==> config.mk <==
export PLATFORM = sky130hd
export DESIGN_NAME = phy_scan_arbiter
export DESIGN_NICKNAME = d
export VERILOG_FILES = /design/src/rtl/mdio_scan_pkg.sv /design/src/rtl/mdio_scan_ptr.sv /design/src/rtl/mdio_alive_map.sv /design/src/rtl/mdio_arb_fsm.sv /design/src/rtl/phy_scan_arbiter.sv
export SDC_FILE = /design/constraint.sdc
export NUM_CORES = 1
export LEC_CHECK = 0
export BUFFER_PORTS_ARGS = -buffer_cell sky130_fd_sc_hd__buf_4
export CORE_MARGIN = 3
export CORE_UTILIZATION = 43
export DETAILED_ROUTE_END_ITERATION = 6
export HOLD_SLACK_MARGIN = 0.03
export PLACE_DENSITY = 0.8
export SYNTH_ARGS = -nofsm -noshare
export SYNTH_HDL_FRONTEND = slang
export SYNTH_SLANG_ARGS = --single-unit
==> constraint.sdc <==
create_clock -name clk -period 2.49 [get_ports clk]
set_input_delay 0.498 -clock clk [delete_from_list [all_inputs] [get_ports clk]]
set_output_delay 0.498 -clock clk [all_outputs]
set_load 0.05 [all_outputs]
==> src/rtl/mdio_scan_pkg.sv <==
package mdio_scan_pkg;
  localparam int MDIO_ADDR_W = 5;
  localparam int MDIO_DATA_W = 16;

  typedef enum logic [1:0] {
    ARB_IDLE = 2'd0,
    ARB_SCAN = 2'd1,
    ARB_USER = 2'd2
  } arb_state_e;

  typedef struct packed {
    logic                   wr;
    logic [MDIO_ADDR_W-1:0] phy;
    logic [MDIO_ADDR_W-1:0] regad;
    logic [MDIO_DATA_W-1:0] wdata;
  } frame_req_t;
endpackage

==> src/rtl/mdio_scan_ptr.sv <==
module mdio_scan_ptr #(
  parameter int NUM_PHY = 32,
  localparam int PTR_W = (NUM_PHY > 1) ? $clog2(NUM_PHY) : 1
) (
  input  logic             clk,
  input  logic             rst_n,
  input  logic             clr,
  input  logic             adv,
  output logic [PTR_W-1:0] ptr
);
  localparam logic [PTR_W-1:0] LAST = PTR_W'(NUM_PHY - 1);

  always_ff @(posedge clk) begin
    if (!rst_n) begin
      ptr <= '0;
    end else if (adv) begin
      ptr <= (ptr == LAST) ? '0 : ptr + 1'b1;
    end else if (clr) begin
      ptr <= '0;
    end
  end
endmodule

==> src/rtl/mdio_alive_map.sv <==
module mdio_alive_map #(
  parameter int NUM_PHY = 32,
  localparam int PTR_W = (NUM_PHY > 1) ? $clog2(NUM_PHY) : 1
) (
  input  logic               clk,
  input  logic               rst_n,
  input  logic               wr_en,
  input  logic [PTR_W-1:0]   wr_idx,
  input  logic               wr_val,
  output logic [NUM_PHY-1:0] map
);
  for (genvar i = 0; i < NUM_PHY; i++) begin : g_bit
    always_ff @(posedge clk) begin
      if (!rst_n) begin
        map[i] <= 1'b0;
      end else if (wr_en && (wr_idx == PTR_W'(i))) begin
        map[i] <= wr_val;
      end
    end
  end
endmodule

==> src/rtl/mdio_arb_fsm.sv <==
module mdio_arb_fsm
  import mdio_scan_pkg::*;
(
  input  logic clk,
  input  logic rst_n,
  input  logic scan_en,
  input  logic usr_valid,
  input  logic fe_done,
  output logic idle_st,
  output logic start_user,
  output logic start_scan,
  output logic scan_fin,
  output logic user_fin
);
  arb_state_e state_q, state_d;

  assign idle_st    = (state_q == ARB_IDLE);
  assign start_user = idle_st && usr_valid;
  assign start_scan = idle_st && !usr_valid && scan_en;
  assign scan_fin   = (state_q == ARB_SCAN) && fe_done;
  assign user_fin   = (state_q == ARB_USER) && fe_done;

  always_comb begin
    state_d = state_q;
    unique case (state_q)
      ARB_IDLE: begin
        if (start_user)      state_d = ARB_USER;
        else if (start_scan) state_d = ARB_SCAN;
      end
      ARB_SCAN: if (fe_done) state_d = ARB_IDLE;
      ARB_USER: if (fe_done) state_d = ARB_IDLE;
      default:               state_d = ARB_IDLE;
    endcase
  end

  always_ff @(posedge clk) begin
    if (!rst_n) state_q <= ARB_IDLE;
    else        state_q <= state_d;
  end
endmodule

==> src/rtl/phy_scan_arbiter.sv <==
module phy_scan_arbiter
  import mdio_scan_pkg::*;
#(
  parameter int NUM_PHY  = 32,
  parameter int SCAN_REG = 1
) (
  input  logic               clk,
  input  logic               rst_n,
  input  logic               scan_en,
  input  logic               usr_req_valid,
  output logic               usr_req_ready,
  input  logic               usr_req_write,
  input  logic [4:0]         usr_req_phy,
  input  logic [4:0]         usr_req_reg,
  input  logic [15:0]        usr_req_wdata,
  output logic               usr_rsp_valid,
  output logic               usr_rsp_ack,
  output logic [15:0]        usr_rsp_rdata,
  output logic               fe_start,
  output logic               fe_write,
  output logic [4:0]         fe_phy,
  output logic [4:0]         fe_reg,
  output logic [15:0]        fe_wdata,
  input  logic               fe_done,
  input  logic               fe_ack,
  input  logic [15:0]        fe_rdata,
  output logic [NUM_PHY-1:0] alive_map,
  output logic               idle
);
  localparam int PTR_W = (NUM_PHY > 1) ? $clog2(NUM_PHY) : 1;

  logic             idle_st, start_user, start_scan, scan_fin, user_fin;
  logic [PTR_W-1:0] ptr;
  frame_req_t       scan_req, user_req, sel_req;

  mdio_arb_fsm u_fsm (
    .clk        (clk),
    .rst_n      (rst_n),
    .scan_en    (scan_en),
    .usr_valid  (usr_req_valid),
    .fe_done    (fe_done),
    .idle_st    (idle_st),
    .start_user (start_user),
    .start_scan (start_scan),
    .scan_fin   (scan_fin),
    .user_fin   (user_fin)
  );

  mdio_scan_ptr #(.NUM_PHY(NUM_PHY)) u_ptr (
    .clk   (clk),
    .rst_n (rst_n),
    .clr   (idle_st && !scan_en),
    .adv   (scan_fin),
    .ptr   (ptr)
  );

  mdio_alive_map #(.NUM_PHY(NUM_PHY)) u_map (
    .clk    (clk),
    .rst_n  (rst_n),
    .wr_en  (scan_fin),
    .wr_idx (ptr),
    .wr_val (fe_ack),
    .map    (alive_map)
  );

  always_comb begin
    scan_req.wr    = 1'b0;
    scan_req.phy   = MDIO_ADDR_W'(ptr);
    scan_req.regad = MDIO_ADDR_W'(SCAN_REG);
    scan_req.wdata = '0;
    user_req.wr    = usr_req_write;
    user_req.phy   = usr_req_phy;
    user_req.regad = usr_req_reg;
    user_req.wdata = usr_req_wdata;
    sel_req        = start_user ? user_req : scan_req;
  end

  assign fe_start      = start_user | start_scan;
  assign fe_write      = sel_req.wr;
  assign fe_phy        = sel_req.phy;
  assign fe_reg        = sel_req.regad;
  assign fe_wdata      = sel_req.wdata;

  assign usr_req_ready = idle_st;
  assign usr_rsp_valid = user_fin;
  assign usr_rsp_ack   = fe_ack;
  assign usr_rsp_rdata = fe_rdata;

  assign idle          = idle_st && !fe_start;
endmodule

# After elaboration in Yosys (flattened, before gate mapping)
# Index checks and enable logic that the tools add are counted.
[op_classes]
n_bitwise = 1
reduce_logical = 47
add_sub_neg = 1
n_mux = 8
eq_ne = 35
[ops]
columns = ["cell", "count"]
rows = [
  ["$eq 5x5->1 const B", 16],
  ["$eq 5x4->1 const B", 8],
  ["$logic_and 1x1->1", 39],
  ["$mux 27", 1],
  ["$eq 5x3->1 const B", 4],
  ["$mux 5", 3],
  ["$eq 5x2->1 const B", 2],
  ["$mux 2", 3],
  ["$add 5x1->5 const B", 1],
  ["$eq 5x1->1 const B", 1],
  ["$logic_not 5->1", 1],
  ["$pmux 2 s2", 1],
  ["$logic_not 1->1", 3],
  ["$ne 3x1->1 const B", 1],
  ["$eq 2x1->1 const B", 1],
  ["$eq 2x2->1 const B", 1],
  ["$logic_not 2->1", 1],
  ["$ne 2x1->1 const B", 1],
  ["$reduce_and 2->1", 1],
  ["$reduce_bool 2->1", 1],
  ["$reduce_or 2->1", 1],
  ["$or 1x1->1", 1],
]
[totals]
out_inout_bits = 80
reg_bits = 39
input_bits = 49
wordCells = 126

# Logic depth before layout (Yosys ltp)
[depth]
ltp_word = 6
depth_mapped = 7
depth_no_buf = 6

# Hierarchy
# Synthesis repeated with hierarchy kept, for this count alone.
[hier_totals]
hier_cells = 241
hier_area_um2 = 2297.2
[modules_own_cells]
columns = ["mod", "cells_each", "seq_area_each_um2", "instances", "area_each_um2"]
rows = [
  ["mdio_alive_map", 143, 640.6, 1, 1463.9],
  ["phy_scan_arbiter", 50, 0.0, 1, 392.9],
  ["mdio_scan_ptr", 27, 100.1, 1, 271.5],
  ["mdio_arb_fsm", 21, 40.0, 1, 168.9],
]

# Worst setup path before layout
# Ideal clock, no wire load.
[synth_path]
path_type = "register to output"
from = "register u_fsm.state_q[0]"
to = "output idle"
path_buffers = 0
arrival_time_ns = 2.236
stages_incl_launch_ff = 4
path_slack_ns = -0.244
required_time_ns = 1.992
path_cell_list = "dfxtp_1 inv_1 ha_1 nor3b_1"
[synth_via]
elab_chain_len = 6
word_cells_on_any_way = 7
classes_between = "bitwise (1); reduce/logical (6)"
[synth_lines]
columns = ["item", "line_no", "source"]
rows = [
  ["from (decl)", "mdio_arb_fsm.sv:15", "arb_state_e state_q, state_d;"],
  ["from (signal assigned)", "mdio_arb_fsm.sv:38", "else state_q <= state_d;"],
  ["$logic_not 2->1 *", "mdio_arb_fsm.sv:17", "assign idle_st = (state_q == ARB_IDLE);"],
  ["via usr_req_ready", "phy_scan_arbiter.sv:11", "output logic usr_req_ready,"],
  ["$logic_and 1x1->1 (2 in series)", "mdio_arb_fsm.sv:19", "assign start_scan = idle_st && !usr_valid && scan_en;"],
  ["$or 1x1->1", "phy_scan_arbiter.sv:78", "assign fe_start = start_user | start_scan;"],
  ["$logic_not 1->1", "phy_scan_arbiter.sv:89", "assign idle = idle_st && !fe_start;"],
  ["$logic_and 1x1->1 *", "phy_scan_arbiter.sv:89", ""],
  ["to (decl)", "phy_scan_arbiter.sv:28", "output logic idle"],
]
# The timed path passes the listed nets; every way through them passes the cells marked *.

# Worst setup path after layout
[layout_path]
from = "register u_fsm.state_q[0]"
to = "output fe_phy[0]"
[layout_via]
elab_chain_len = 3
[layout_lines]
columns = ["item", "line_no", "source"]
rows = [
  ["$logic_not 2->1", "mdio_arb_fsm.sv:17", ""],
  ["$logic_and 1x1->1", "mdio_arb_fsm.sv:18", "assign start_user = idle_st && usr_valid;"],
  ["$mux 27", "phy_scan_arbiter.sv:75", "sel_req = start_user ? user_req : scan_req;"],
  ["to (decl)", "phy_scan_arbiter.sv:21", "output logic [4:0] fe_phy,"],
]
# No other way between the ends.

==> qor.log <==
[synth] instance count of the mapped netlist 232
[job] maxcap violations 0
[worst_setup_path] worst path cell trace inv_1, ha_1, nand2_1, mux2_2, buf_4
[global_route] number of antenna violations at the first check in global routing 0
[sta] fmax 0.458 GHz
[drt] Pre-Repair DR Iteration Count 4
[worst_setup_path] crit end category output port
[cts] CTS sink count 39
[cells_and_area] share of final-layout standard cells stronger than drive strength 1 38.9%
[cts] H-Tree Depth 2
[power_and_ir_drop] standby leakage power 1.30 nW
[worst_setup_path] delay of the slowest critical-path stage 360 ps
[worst_setup_path] Data arrival, critical path 1680 ps
[drt] wire length per cell after detailed routing 15.5 um
[power_and_ir_drop] power per cell area 543 mW/mm^2
[synth] Post-Synthesis Mean Instance Area 9.23 sq um
[sta] count of endpoints failing hold in the final timing report 0
[sta] unrepaired setup endpoints after global routing no
[cells_and_area] fin cells 365
[synth] most repeated cell in the gate-level netlist after synthesis dfxtp_1
[placed_design] half-perimeter wire length after detailed placement 4.15 mm
[cells_and_area] count of inserted antenna diode cells 0
[power_and_ir_drop] largest voltage drop on the vdd net 340 uV
[cts] clock network latency to the later pin of the worst-skew pair 290 ps
[placed_design] number of instances in the placed design 358
[drt] DRC violation count after routing 0
[synth] sequential cell area fraction in the yosys report 36.5%
[die] number of placement rows 25
[cts] CTS Root Cell clkbuf_8
[synth] top_reg_cell synth dfxtp_1
[cts] CTS Hold Buffers Added 0
[placed_design] worst slack at placement 548 ps
[synth] most numerous cell types in the synthesized netlist dfxtp_1, o211ai_1, o31ai_1, and3_1, buf_4
[drt] violation count after the first detailed-route iteration 149
[synth] net count after synthesis 290
[synth] flop and latch count out of synthesis 39
[synth] synthesized cell area 0.00214 sq mm
[worst_setup_path] Max Fanout on Critical Path 6
[cts] buffer levels on the longest clock path 2
[placed_design] Final Wtd Congestion 0.734
[cts] CTS clk-pin slew, worst paths 70 ps
[drt] ANT nets after route 0
[synth] synth unique cells 34
[global_route] wire length of the first global-routing pass 9.20 mm
[synth] ys async rst share 0%
[cts] cts repair resizes 0
[placed_design] number of input and output port buffers inserted 96
[worst_setup_path] Setup CP Type reg2out
[drt] drt total wl 5.64 mm
[worst_setup_path] kind of launch point of the worst setup path flip-flop
[cells_and_area] Syn-to-layout area delta 31.7%
[drt] per-cell via count in the routed design 5.43
[sta] Max Transition Viols Final 0
[die] placeable core region 0.00475 sq mm
[sta] measured slew at the worst slew-check pin 560 ps
[die] starting density of the core 45.0%
[sta] worst slew slack as a fraction of its limit 62.7%
[sta] Worst Slack Setup Final 308 ps
[cells_and_area] final-stage net count 356
[synth] cell types occupying the most area after synthesis dfxtp_1, o211ai_1, o31ai_1
[worst_setup_path] cell type of the slowest stage on the worst timing path mux2_2
[global_route] Congestion Overflow GR 0
[hold_path] class of the most critical hold timing path in2reg
[sta] Post-Route Setup TNS 0 ps
[sta] final setup violation count 0
[die] Die Height 76.6 um
[die] die outline width 76.6 um
[synth] share of the synthesized area in the top cell type 36.5%
[synth] number of flops mapped to enable cells by yosys 0
[worst_setup_path] critical path required time 1990 ps
[sta] Layout Skew 4.00 ps
[sta] period utilisation layout 87.6%
[cts] Post-CTS Setup Repair Bufs 0
[global_route] pin count of the biggest net entering global routing 33
[drt] number of vias in the routed layout 1981
[global_route] GRT Overall Usage 19.4%
[die] I/O pin count 129
[outcome] result of the run finished, final reports clean
[synth] leading area contributor after synthesis dfxtp_1
[die] area of the die 0.00586 sq mm
[synth] number of warnings reported in the yosys synthesis log 0
[global_route] number of global-route vias before repair 1921
[cts] clock buffer count from CTS 5
[sta] final critical-path required period 2180 ps
[cts] clock tree from TritonCTS done
-- cell type report --
type / instances / area (sq um)
clock inverters: 1 / 30.0
fillers: 433 / 1930
flip-flops and latches: 39 / 781
inverters: 7 / 26.3
well taps: 67 / 83.8
multi-input cells: 147 / 1090
repair buffers: 98 / 736
clock buffers: 6 / 72.6
-- logic make-up (layout without fill, tap and decap cells) --
logic type | after synthesis | in the layout | share of synthesized area, %
AOI/OAI and AO/OA | 72 | 72 | 24.7
and+or+nand+nor | 59 | 59 | 17.2
buffers and inverters | 46 | 112 | 12.8
DFF | 39 | 39 | 36.5
adders and majority gates | 9 | 9 | 5.26
muxes | 7 | 7 | 3.57
-- registers in the layout (all words and copies together), names as in the netlist --
signal,flops
u_fsm.state_q,2
u_map.map,32
u_ptr.ptr,5
-- layout by cell type (no fill, tap or decap), types with 2 or more instances in the layout --
master     n
nand2b_1   5
ha_1       9
nand2_1    7
and3_1    21
a311oi_1   2
nand4_1    4
inv_1      6
o31ai_1   30
clkbuf_8   5
or2_2      2
dfxtp_1   39
nor2_1     3
nand4b_2   3
nand3_1    6
buf_4     98
mux2i_1    2
o211ai_1  30
a21oi_1    6
mux2_2     5
-- path summary, 6_finish.rpt --
check / startpoint / endpoint / slack [ps] / cells past startpoint
max: u_fsm.state_q[0]$_SDFFE_PN0P_ / fe_phy[0] / 310 / 5
max reg2reg: u_ptr.ptr[0]$_SDFFE_PN0P_ / u_ptr.ptr[3]$_SDFFE_PN0P_ / 580 / 6
min: fe_ack / u_map.map[31]$_SDFFE_PN0P_ / 480 / 3
min reg2reg: u_map.map[2]$_SDFFE_PN0P_ / u_map.map[2]$_SDFFE_PN0P_ / 510 / 2
-- stage by stage --
step,area [sq um],utilization [%],power [W],hold WS (ps)
2_1_floorplan,2150,-,0.000979,466
3_3_place_gp,2720,57.2,0.00103,489
3_5_place_dp,2720,57.2,0.00104,493
4_1_cts,2820,59.3,0.00154,482
5_1_grt,2820,59.3,0.00159,489
6_report,2820,59.3,0.00153,479
-- layer usage --
metal | global-route usage, % | part of all wire (%)
met1 | 24.3 | 41
met2 | 31.8 | 50
met3 | 5.08 | 7.3
met4 | 7.61 | 1.8
met5 | 0 | 0
-- worst max-delay path: cells and delay by family (launching register included) --
family	cells	cell delay, ps
adder cells (fa/ha/maj)	1	220
buffers and inverters	2	260
flip-flops	1	350
multiplexers	1	360
AND/OR/NAND/NOR	1	200
-- power breakdown --
part | switching [W] | internal [W] | total (W) | leakage (nW)
combinational | 0.000262 | 0.000132 | 0.000394 | 0.933
sequential | 0.00000390 | 0.000628 | 0.000632 | 0.314
clock | 0.000212 | 0.000294 | 0.000505 | 0.0513
(Power assumes the default switching activity.)
